### src/rtl/usb_rx_ep_pkg.sv
// Shared types and bit positions for the receive endpoint control.
// Assumes a configuration byte of at least 8 bits.
package usb_rx_ep_pkg;

    typedef enum logic [1:0] {
        EP_CTRL = 2'b00,
        EP_ISO  = 2'b01,
        EP_BULK = 2'b10,
        EP_INTR = 2'b11
    } ep_kind_e;

    typedef enum logic [1:0] {
        HS_NONE  = 2'b00,
        HS_ACK   = 2'b01,
        HS_STALL = 2'b10
    } hs_e;

    localparam int BIT_STALL = 0;
    localparam int BIT_KIND  = 1;
    localparam int KIND_W    = 2;
    localparam int BIT_INH   = 5;
    localparam int BIT_TRES  = 6;
    localparam int BIT_TOG   = 7;

    typedef struct packed {
        logic setup;
        logic data;
        logic pid1;
        logic crc_ok;
    } pkt_ev_t;

endpackage

### src/rtl/usb_rx_ep_regs.sv
// Holds the endpoint kind, stall flag and toggle inhibit flag.
// A software write takes precedence over the automatic stall update done on SETUP.
module usb_rx_ep_regs
    import usb_rx_ep_pkg::*;
(
    input  logic     clk,
    input  logic     rst_n,
    input  logic     wr_en,
    input  logic     wr_stall,
    input  ep_kind_e wr_kind,
    input  logic     wr_inh,
    input  logic     setup_ok,
    output logic     stall,
    output ep_kind_e kind,
    output logic     inh
);

    // Configuration state: write wins, otherwise SETUP sets or clears stall by kind.
    always_ff @(posedge clk) begin
        if (!rst_n) begin
            stall <= 1'b0;
            kind  <= EP_CTRL;
            inh   <= 1'b0;
        end else if (wr_en) begin
            stall <= wr_stall;
            kind  <= wr_kind;
            inh   <= wr_inh;
        end else if (setup_ok) begin
            stall <= (kind != EP_CTRL);
        end
    end

endmodule

### src/rtl/usb_rx_ep_toggle.sv
// Tracks the data toggle expected next (1 = DATA1).
// Priority: a software reset, then SETUP on a control endpoint, then a flip on good data.
module usb_rx_ep_toggle (
    input  logic clk,
    input  logic rst_n,
    input  logic wr_reset,
    input  logic setup_ctrl,
    input  logic flip,
    output logic exp_tog
);

    // Expected toggle register with its priority chain.
    always_ff @(posedge clk) begin
        if (!rst_n) begin
            exp_tog <= 1'b0;
        end else if (wr_reset) begin
            exp_tog <= 1'b0;
        end else if (setup_ctrl) begin
            exp_tog <= 1'b1;
        end else if (flip) begin
            exp_tog <= ~exp_tog;
        end
    end

endmodule

### src/rtl/usb_rx_ep_decide.sv
// Judges one packet event against the current endpoint state.
// Produces the handshake and the accept strobe one cycle later, and a
// combinational flip request for the toggle tracker.
// Assumes SETUP and data never coincide; if they do, the data packet is dropped.
module usb_rx_ep_decide
    import usb_rx_ep_pkg::*;
(
    input  logic     clk,
    input  logic     rst_n,
    input  pkt_ev_t  ev,
    input  logic     stall,
    input  ep_kind_e kind,
    input  logic     inh,
    input  logic     exp_tog,
    output logic     flip,
    output hs_e      hs_q,
    output logic     acc_q
);

    hs_e  hs_n;
    logic acc_n;
    logic data_ok;

    assign data_ok = ev.data && ev.crc_ok && !ev.setup;

    // Decision for the current event: kind, stall, inhibit and PID match.
    always_comb begin
        hs_n  = HS_NONE;
        acc_n = 1'b0;
        flip  = 1'b0;
        if (data_ok) begin
            if (kind == EP_ISO) begin
                acc_n = !stall;
            end else if (stall) begin
                hs_n = HS_STALL;
            end else if (inh) begin
                hs_n  = HS_ACK;
                acc_n = 1'b1;
            end else begin
                hs_n  = HS_ACK;
                acc_n = (ev.pid1 == exp_tog);
                flip  = (ev.pid1 == exp_tog);
            end
        end
    end

    // Output register for the handshake and the accept strobe.
    always_ff @(posedge clk) begin
        if (!rst_n) begin
            hs_q  <= HS_NONE;
            acc_q <= 1'b0;
        end else begin
            hs_q  <= hs_n;
            acc_q <= acc_n;
        end
    end

endmodule

### src/rtl/usb_rx_ep_ctrl.sv
// Receive endpoint control top. It decodes the configuration byte, wires the
// state holders to the packet judge and builds the read-back byte.
// Assumes CFG_W >= 8. Bits above the defined fields read as zero.
module usb_rx_ep_ctrl
    import usb_rx_ep_pkg::*;
#(
    parameter int CFG_W = 8
) (
    input  logic             clk,
    input  logic             rst_n,
    input  logic             cfg_wr_en,
    input  logic [CFG_W-1:0] cfg_wr_data,
    output logic [CFG_W-1:0] cfg_rd_data,
    input  logic             pkt_setup,
    input  logic             pkt_data,
    input  logic             pkt_pid1,
    input  logic             pkt_crc_ok,
    output logic [1:0]       hs_code,
    output logic             data_accept
);

    pkt_ev_t  ev;
    ep_kind_e kind;
    ep_kind_e wr_kind;
    logic     stall;
    logic     inh;
    logic     exp_tog;
    logic     flip;
    logic     setup_ok;
    hs_e      hs_q;
    logic     unused_cfg_bits;

    assign ev       = '{setup: pkt_setup, data: pkt_data, pid1: pkt_pid1, crc_ok: pkt_crc_ok};
    assign setup_ok = pkt_setup && pkt_crc_ok;
    assign wr_kind  = ep_kind_e'(cfg_wr_data[BIT_KIND +: KIND_W]);
    assign unused_cfg_bits = ^{cfg_wr_data[4:3], cfg_wr_data[CFG_W-1:BIT_TOG]};

    usb_rx_ep_regs u_regs (
        .clk      (clk),
        .rst_n    (rst_n),
        .wr_en    (cfg_wr_en),
        .wr_stall (cfg_wr_data[BIT_STALL]),
        .wr_kind  (wr_kind),
        .wr_inh   (cfg_wr_data[BIT_INH]),
        .setup_ok (setup_ok),
        .stall    (stall),
        .kind     (kind),
        .inh      (inh)
    );

    usb_rx_ep_toggle u_toggle (
        .clk        (clk),
        .rst_n      (rst_n),
        .wr_reset   (cfg_wr_en && cfg_wr_data[BIT_TRES]),
        .setup_ctrl (setup_ok && (kind == EP_CTRL)),
        .flip       (flip),
        .exp_tog    (exp_tog)
    );

    usb_rx_ep_decide u_decide (
        .clk     (clk),
        .rst_n   (rst_n),
        .ev      (ev),
        .stall   (stall),
        .kind    (kind),
        .inh     (inh),
        .exp_tog (exp_tog),
        .flip    (flip),
        .hs_q    (hs_q),
        .acc_q   (data_accept)
    );

    assign hs_code = hs_q;

    // Read-back byte: the stored fields, plus the toggle in bit 7; all other bits are zero.
    always_comb begin
        cfg_rd_data                       = '0;
        cfg_rd_data[BIT_STALL]            = stall;
        cfg_rd_data[BIT_KIND +: KIND_W]   = kind;
        cfg_rd_data[BIT_INH]              = inh;
        cfg_rd_data[BIT_TOG]              = exp_tog;
    end

endmodule

### config.mk
export PLATFORM = sky130hd
export DESIGN_NAME = usb_rx_ep_ctrl
export DESIGN_NICKNAME = d
export VERILOG_FILES = /design/src/rtl/usb_rx_ep_pkg.sv /design/src/rtl/usb_rx_ep_regs.sv /design/src/rtl/usb_rx_ep_toggle.sv /design/src/rtl/usb_rx_ep_decide.sv /design/src/rtl/usb_rx_ep_ctrl.sv
export SDC_FILE = /design/constraint.sdc
export NUM_CORES = 1
export LEC_CHECK = 0
export BUFFER_PORTS_ARGS = -buffer_cell sky130_fd_sc_hd__buf_2
export CORE_AREA = 10 10 47 49
export CTS_CLUSTER_SIZE = 24
export DETAILED_ROUTE_END_ITERATION = 12
export DIE_AREA = 0 0 57 59
export GPL_TIMING_DRIVEN = 1
export SYNTH_ARGS = -nofsm -noshare
export SYNTH_HDL_FRONTEND = slang
export SYNTH_SLANG_ARGS = --single-unit
### constraint.sdc
create_clock -name clk -period 1.1 [get_ports clk]
set_input_delay 0.11 -clock clk [delete_from_list [all_inputs] [get_ports clk]]
set_output_delay 0.11 -clock clk [all_outputs]
set_load 0.1 [all_outputs]
# [Word level (Yosys, flattened, before mapping)]
# Index checks and enable logic that the tools add are counted.
[totals] reg_bits=8 inputBits=15 word_cells=37 output_inout_bits=11
[classes] mux=12 n_reduce_logical=14 eq_ne=2 bitwise=3
[op_table] cell="2-to-1 mux 1 bit" count=11
[op_table] cell="nonzero test 2 bit" count=3
[op_table] cell="logical AND 1 bit" count=5
[op_table] cell="inverter 1 bit" count=3
[op_table] cell="OR reduction 3 bit" count=1
[op_table] cell="== test 2 x 1 -> 1 bit, second input constant" count=1
[op_table] cell="zero test 1 bit" count=2
[op_table] cell="zero test 2 bit" count=1
[op_table] cell="2-to-1 mux 2 bit" count=1
[op_table] cell="AND reduction 2 bit" count=1
[op_table] cell="OR reduction 2 bit" count=1
[op_table] cell="== test 1 bit" count=1

# [Longest topological paths before layout]
[depth] ltp_word=7 mapped_depth=4 depth_no_buf=3

# [By module]
# Synthesis repeated with hierarchy kept, for this count alone.
[hier_totals] cells_unflattened=44 area_unflattened_um2=415.4
[modules_own_cells] mod="usb_rx_ep_regs" seq_area_each_um2=80.1 instances=1 cells_each=16 area_each_um2=162.7
[modules_own_cells] mod="usb_rx_ep_decide" seq_area_each_um2=60.1 instances=1 cells_each=14 area_each_um2=136.4
[modules_own_cells] mod="usb_rx_ep_ctrl" seq_area_each_um2=0.0 instances=1 cells_each=10 area_each_um2=73.8
[modules_own_cells] mod="usb_rx_ep_toggle" seq_area_each_um2=20.0 instances=1 cells_each=4 area_each_um2=42.5

# [Worst setup path after synthesis]
# OpenSTA, ideal clock, no wires.
[synth_timing] path_kind="register to register" start="register u_regs.kind[1]" end="register u_toggle.exp_tog" arrival_time_ps=1578 required_ps=978 setup_slack_ps=-599 path_stages_with_launch=3 setup_ps=122 path_buffers=0 synth_period_minus_slack_ps=1699 cell_sequence="dfxtp_1 > and4bb_1 > o311a_1"
[synth_between] elab_chain_len=4 elab_cells_between_ends=7 cone_classes="eq/ne: 1; mux: 3; reduce/logical: 3"
[synth_rtl] item="from (decl)" line="usb_rx_ep_regs.sv:14" source="output ep_kind_e kind,"
[synth_rtl] item="from (signal assigned)" line="usb_rx_ep_regs.sv:26" source="kind <= wr_kind;"
[synth_rtl] item="== test 2 x 1 -> 1 bit" line="usb_rx_ep_decide.sv:32" source="if (kind == EP_ISO) begin"
[synth_rtl] item="2-to-1 mux 1 bit" line="usb_rx_ep_decide.sv:32"
[synth_rtl] item="2-to-1 mux 1 bit" line="usb_rx_ep_decide.sv:31" source="if (data_ok) begin"
[synth_rtl] item="nonzero test 2 bit (no source line)"
[synth_rtl] item="to (signal assigned)" line="usb_rx_ep_toggle.sv:21" source="exp_tog <= ~exp_tog;"
[synth_rtl] item="to (decl)" line="usb_rx_ep_toggle.sv:9" source="output logic exp_tog"
# Several ways; a longest one is shown, not always the timed one.
# A chain may end at the register's enable or synchronous reset.

# [Worst setup path in the final report]
[layout_timing] start="register u_regs.inh" end="output port cfg_rd_data[5]"
[layout_rtl] item="from (decl)" line="usb_rx_ep_regs.sv:15" source="output logic inh"
[layout_rtl] item="from (signal assigned)" line="usb_rx_ep_regs.sv:27" source="inh <= wr_inh;"
[layout_rtl] item="to (decl)" line="usb_rx_ep_ctrl.sv:13" source="output logic [CFG_W-1:0] cfg_rd_data,"
# No word-level cell between the ends.

==> results_dict.tcl <==
set metrics [dict create \
    rsz0062_at_grt "false" \
    critPathBufInv 1 \
    antenna_violating_nets_post_route 0 \
    die_height_microns 59 \
    synthesis.area_sq_um 404 \
    required_ns 0.99 \
    achievable-frequency_mhz 967 \
    placed_area_sq_um 624 \
    grt_remaining_overflow 0 \
    drt-wirelength-per-cell_microns 13.4 \
    vias_in_the_first_global_route 378 \
    cpLargestDelayFamily "flip-flops" \
    holdWs_ns 0.112 \
    initial_cell_density_of_the_core_pct 28.8 \
    start_kind "register" \
    critPathMaxFanout 5 \
    final-hold-violation-count 0 \
    syn2layout_area_growth_pct 60.4 \
    run_status "completed" \
    pwr_density_cell_nw_per_um2 1280 \
    route.final.wire_length_microns 1010 \
    sequential_cell_area_sq_um 169 \
    yosysWarningCount 0 \
    crit_path_end_kind "output port" \
    die_area_sq_um 3360 \
    crit_path_top_delay_cell "sky130_fd_sc_hd__dfxtp_1" \
    cts.reportedPaths.clkPinSlew_ns 0.05 \
    crit_path_max_incr_delay_ns 0.45 \
    drt_iter0_markers 0 \
    hold_path_class "primary input to register" \
    std_cell_rows 14 \
    layout_worst_path_cycle_share_pct 94.0 \
    port_buffers 19 \
    final_design_area_no_fill_sq_um 648 \
    cts_sinks 8 \
    p_leak_nw 0.287 \
    grt_use_total_pct 6.58 \
    slew_violations 0 \
    io_pins 26 \
    class_of_the_most_critical_setup_path "register to output port" \
    seq_area_frac_synth_pct 39.6 \
    cts_root_buffer "sky130_fd_sc_hd__clkbuf_4" \
    synthDistinctLibCells 19 \
    post_cts_buffers 0 \
    max-vdd-ir-drop_mv 0.498 \
    ys_seq_elements 8 \
    clockBufferDepth 2 \
    finalSetupTns_ns 0 \
    grt_pass1_wl_microns 1600 \
    drv.max_cap_violation_count 0 \
    critPathArrivalTime_ns 0.92 \
    num_antenna_cells 0 \
    synthesis.area_per_instance_sq_um 9.86 \
    post_drt_via_cell_ratio 4.64 \
    final_core_utilization_pct 46.3 \
    multiInputGateArea_sq_um 214 \
    path_cells "buf_12" \
    htree_levels 1 \
    setup_clock_skew_after_layout_ns 0.00226 \
    chipWidth_microns 57 \
    tritoncts "done" \
    layout.nets 76 \
    grt_start_max_net_pins 8 \
    fillerInstances 144 \
    fin_crit_ns 1.03 \
    dr_total_vias 348 \
    globalplace.congestion 0.716 \
    cts_buffers 3 \
    drtPass1Iterations 1 \
    worst_skew_pair.late_latency_ns 0.26 \
    grt_antenna_before_repair 0 \
    post_route_cells_drive_above_1_share_pct 47.5 \
    timing.final.setup_violations 0 \
    remaining_drc_errors 0 \
    cts-hold-fix-buffers 0 \
    post_synth_inst_count 41 \
    placeableCoreArea_sq_um 1400 \
]
-- cells in the final DEF (no fill, tap or decap) --
cell type | synthesis | routed
sky130_fd_sc_hd__nand2_1 | 2 | 2
sky130_fd_sc_hd__buf_2 | 1 | 11
sky130_fd_sc_hd__buf_4 | 6 | 1
sky130_fd_sc_hd__clkbuf_4 | 0 | 3
sky130_fd_sc_hd__nand2b_1 | 1 | 1
sky130_fd_sc_hd__nor2b_4 | 0 | 1
sky130_fd_sc_hd__and2_1 | 1 | 1
sky130_fd_sc_hd__dfxtp_2 | 0 | 1
sky130_fd_sc_hd__nand4b_1 | 2 | 2
sky130_fd_sc_hd__a21oi_1 | 1 | 1
sky130_fd_sc_hd__conb_1 | 1 | 3
sky130_fd_sc_hd__dfxtp_1 | 8 | 5
sky130_fd_sc_hd__nor3_2 | 0 | 1
sky130_fd_sc_hd__nor2_1 | 2 | 2
sky130_fd_sc_hd__and4bb_1 | 2 | 2
sky130_fd_sc_hd__o311a_1 | 2 | 2
sky130_fd_sc_hd__buf_12 | 0 | 8
sky130_fd_sc_hd__dfxtp_4 | 0 | 2
sky130_fd_sc_hd__a21boi_0 | 1 | 1
sky130_fd_sc_hd__nor2b_1 | 4 | 3
sky130_fd_sc_hd__mux2i_1 | 3 | 3
sky130_fd_sc_hd__xnor2_1 | 1 | 1
sky130_fd_sc_hd__o31ai_1 | 1 | 1
sky130_fd_sc_hd__nand4bb_1 | 1 | 1
-- area by class of cell --
cell class              count  area share, %
flip-flops and latches      8           26.1
clock buffers               3           3.47
well taps                  16           3.09
repair buffers             20           34.4
multi-input cells          28           33.0
-- what timing repair did --
| item | in CTS | in global routing |
|---|---|---|
| gates resized for setup | 0 | 1 |
| setup endpoints to repair | 0 | 2 |
| endpoints found under the hold margin | 0 | 0 |
-- logic make-up after synthesis --
group,Yosys count,synth area share [%]
other,1,0.928
buffers and inverters,7,12.4
multiplexers,3,7.43
AND/OR/NAND/NOR,16,27.6
flip-flops,8,39.6
XOR/XNOR,1,2.17
AO/OA/AOI/OAI,5,9.91
-- through the flow --
step                      setup WS [ns]  total power (W)  instances
after floorplan                  -0.105         0.000530         43
after global placement           0.0401         0.000609         72
after detailed placement         0.0275         0.000613         72
after CTS                        0.0171         0.000850         75
after global routing             0.0144         0.000885         75
final                            0.0659         0.000833         75
-- synthesized netlist by cell type --
cell type | count | area [sq um]
sky130_fd_sc_hd__buf_4 | 6 | 45.0
sky130_fd_sc_hd__mux2i_1 | 3 | 30.0
sky130_fd_sc_hd__a21boi_0 | 1 | 7.51
sky130_fd_sc_hd__nor2b_1 | 4 | 25.0
sky130_fd_sc_hd__nand4bb_1 | 1 | 11.3
sky130_fd_sc_hd__and2_1 | 1 | 6.26
sky130_fd_sc_hd__nor3_1 | 1 | 5.00
sky130_fd_sc_hd__a21oi_1 | 1 | 5.00
sky130_fd_sc_hd__nand4b_1 | 2 | 17.5
sky130_fd_sc_hd__conb_1 | 1 | 3.75
sky130_fd_sc_hd__xnor2_1 | 1 | 8.76
sky130_fd_sc_hd__and4bb_1 | 2 | 25.0
sky130_fd_sc_hd__o31ai_1 | 1 | 7.51
sky130_fd_sc_hd__buf_2 | 1 | 5.00
sky130_fd_sc_hd__nor2_1 | 2 | 7.51
sky130_fd_sc_hd__nand2b_1 | 1 | 6.26
sky130_fd_sc_hd__nand2_1 | 2 | 7.51
sky130_fd_sc_hd__dfxtp_1 | 8 | 160
sky130_fd_sc_hd__o311a_1 | 2 | 20.0
-- per-layer routing --
metal,GRT usage (%),up-vias,wire length [microns]
met5,0,-,0
met4,6.04,0,21
met3,5.36,4,89
met2,10.5,14,532
met1,4.89,158,364
li1,-,172,-
-- worst min-delay path, cell delays in order --
cell                      delay [ns]
sky130_fd_sc_hd__buf_2          0.08
sky130_fd_sc_hd__mux2i_1        0.06
sky130_fd_sc_hd__nor2b_1        0.09
-- where the power goes --
group / internal (W) / total, W / switching, W
combinational: 0.0000981 / 0.000282 / 0.000184
clock: 0.000125 / 0.000227 / 0.000102
sequential: 0.000303 / 0.000324 / 0.0000207
total: 0.000526 / 0.000833 / 0.000306
-- path summary, 6_finish.rpt --
check,start,endpoint,slack [ns],cells after the start
hold reg to reg,u_regs.stall,u_decide.hs_q[1],0.50,2
setup / recovery,u_regs.inh,cfg_rd_data[5],0.07,1
hold / removal,cfg_wr_data[1],u_regs.kind[0],0.11,3
setup reg to reg,u_regs.stall,u_toggle.exp_tog,0.09,3
-- flip-flops by register name (all words and copies together), names as in the netlist --
name,flops
u_decide.hs_q,2
u_regs.stall,1
u_toggle.exp_tog,1
u_regs.kind,2
u_decide.acc_q,1
u_regs.inh,1
No activity file was read; power rests on OpenSTA's default activity.
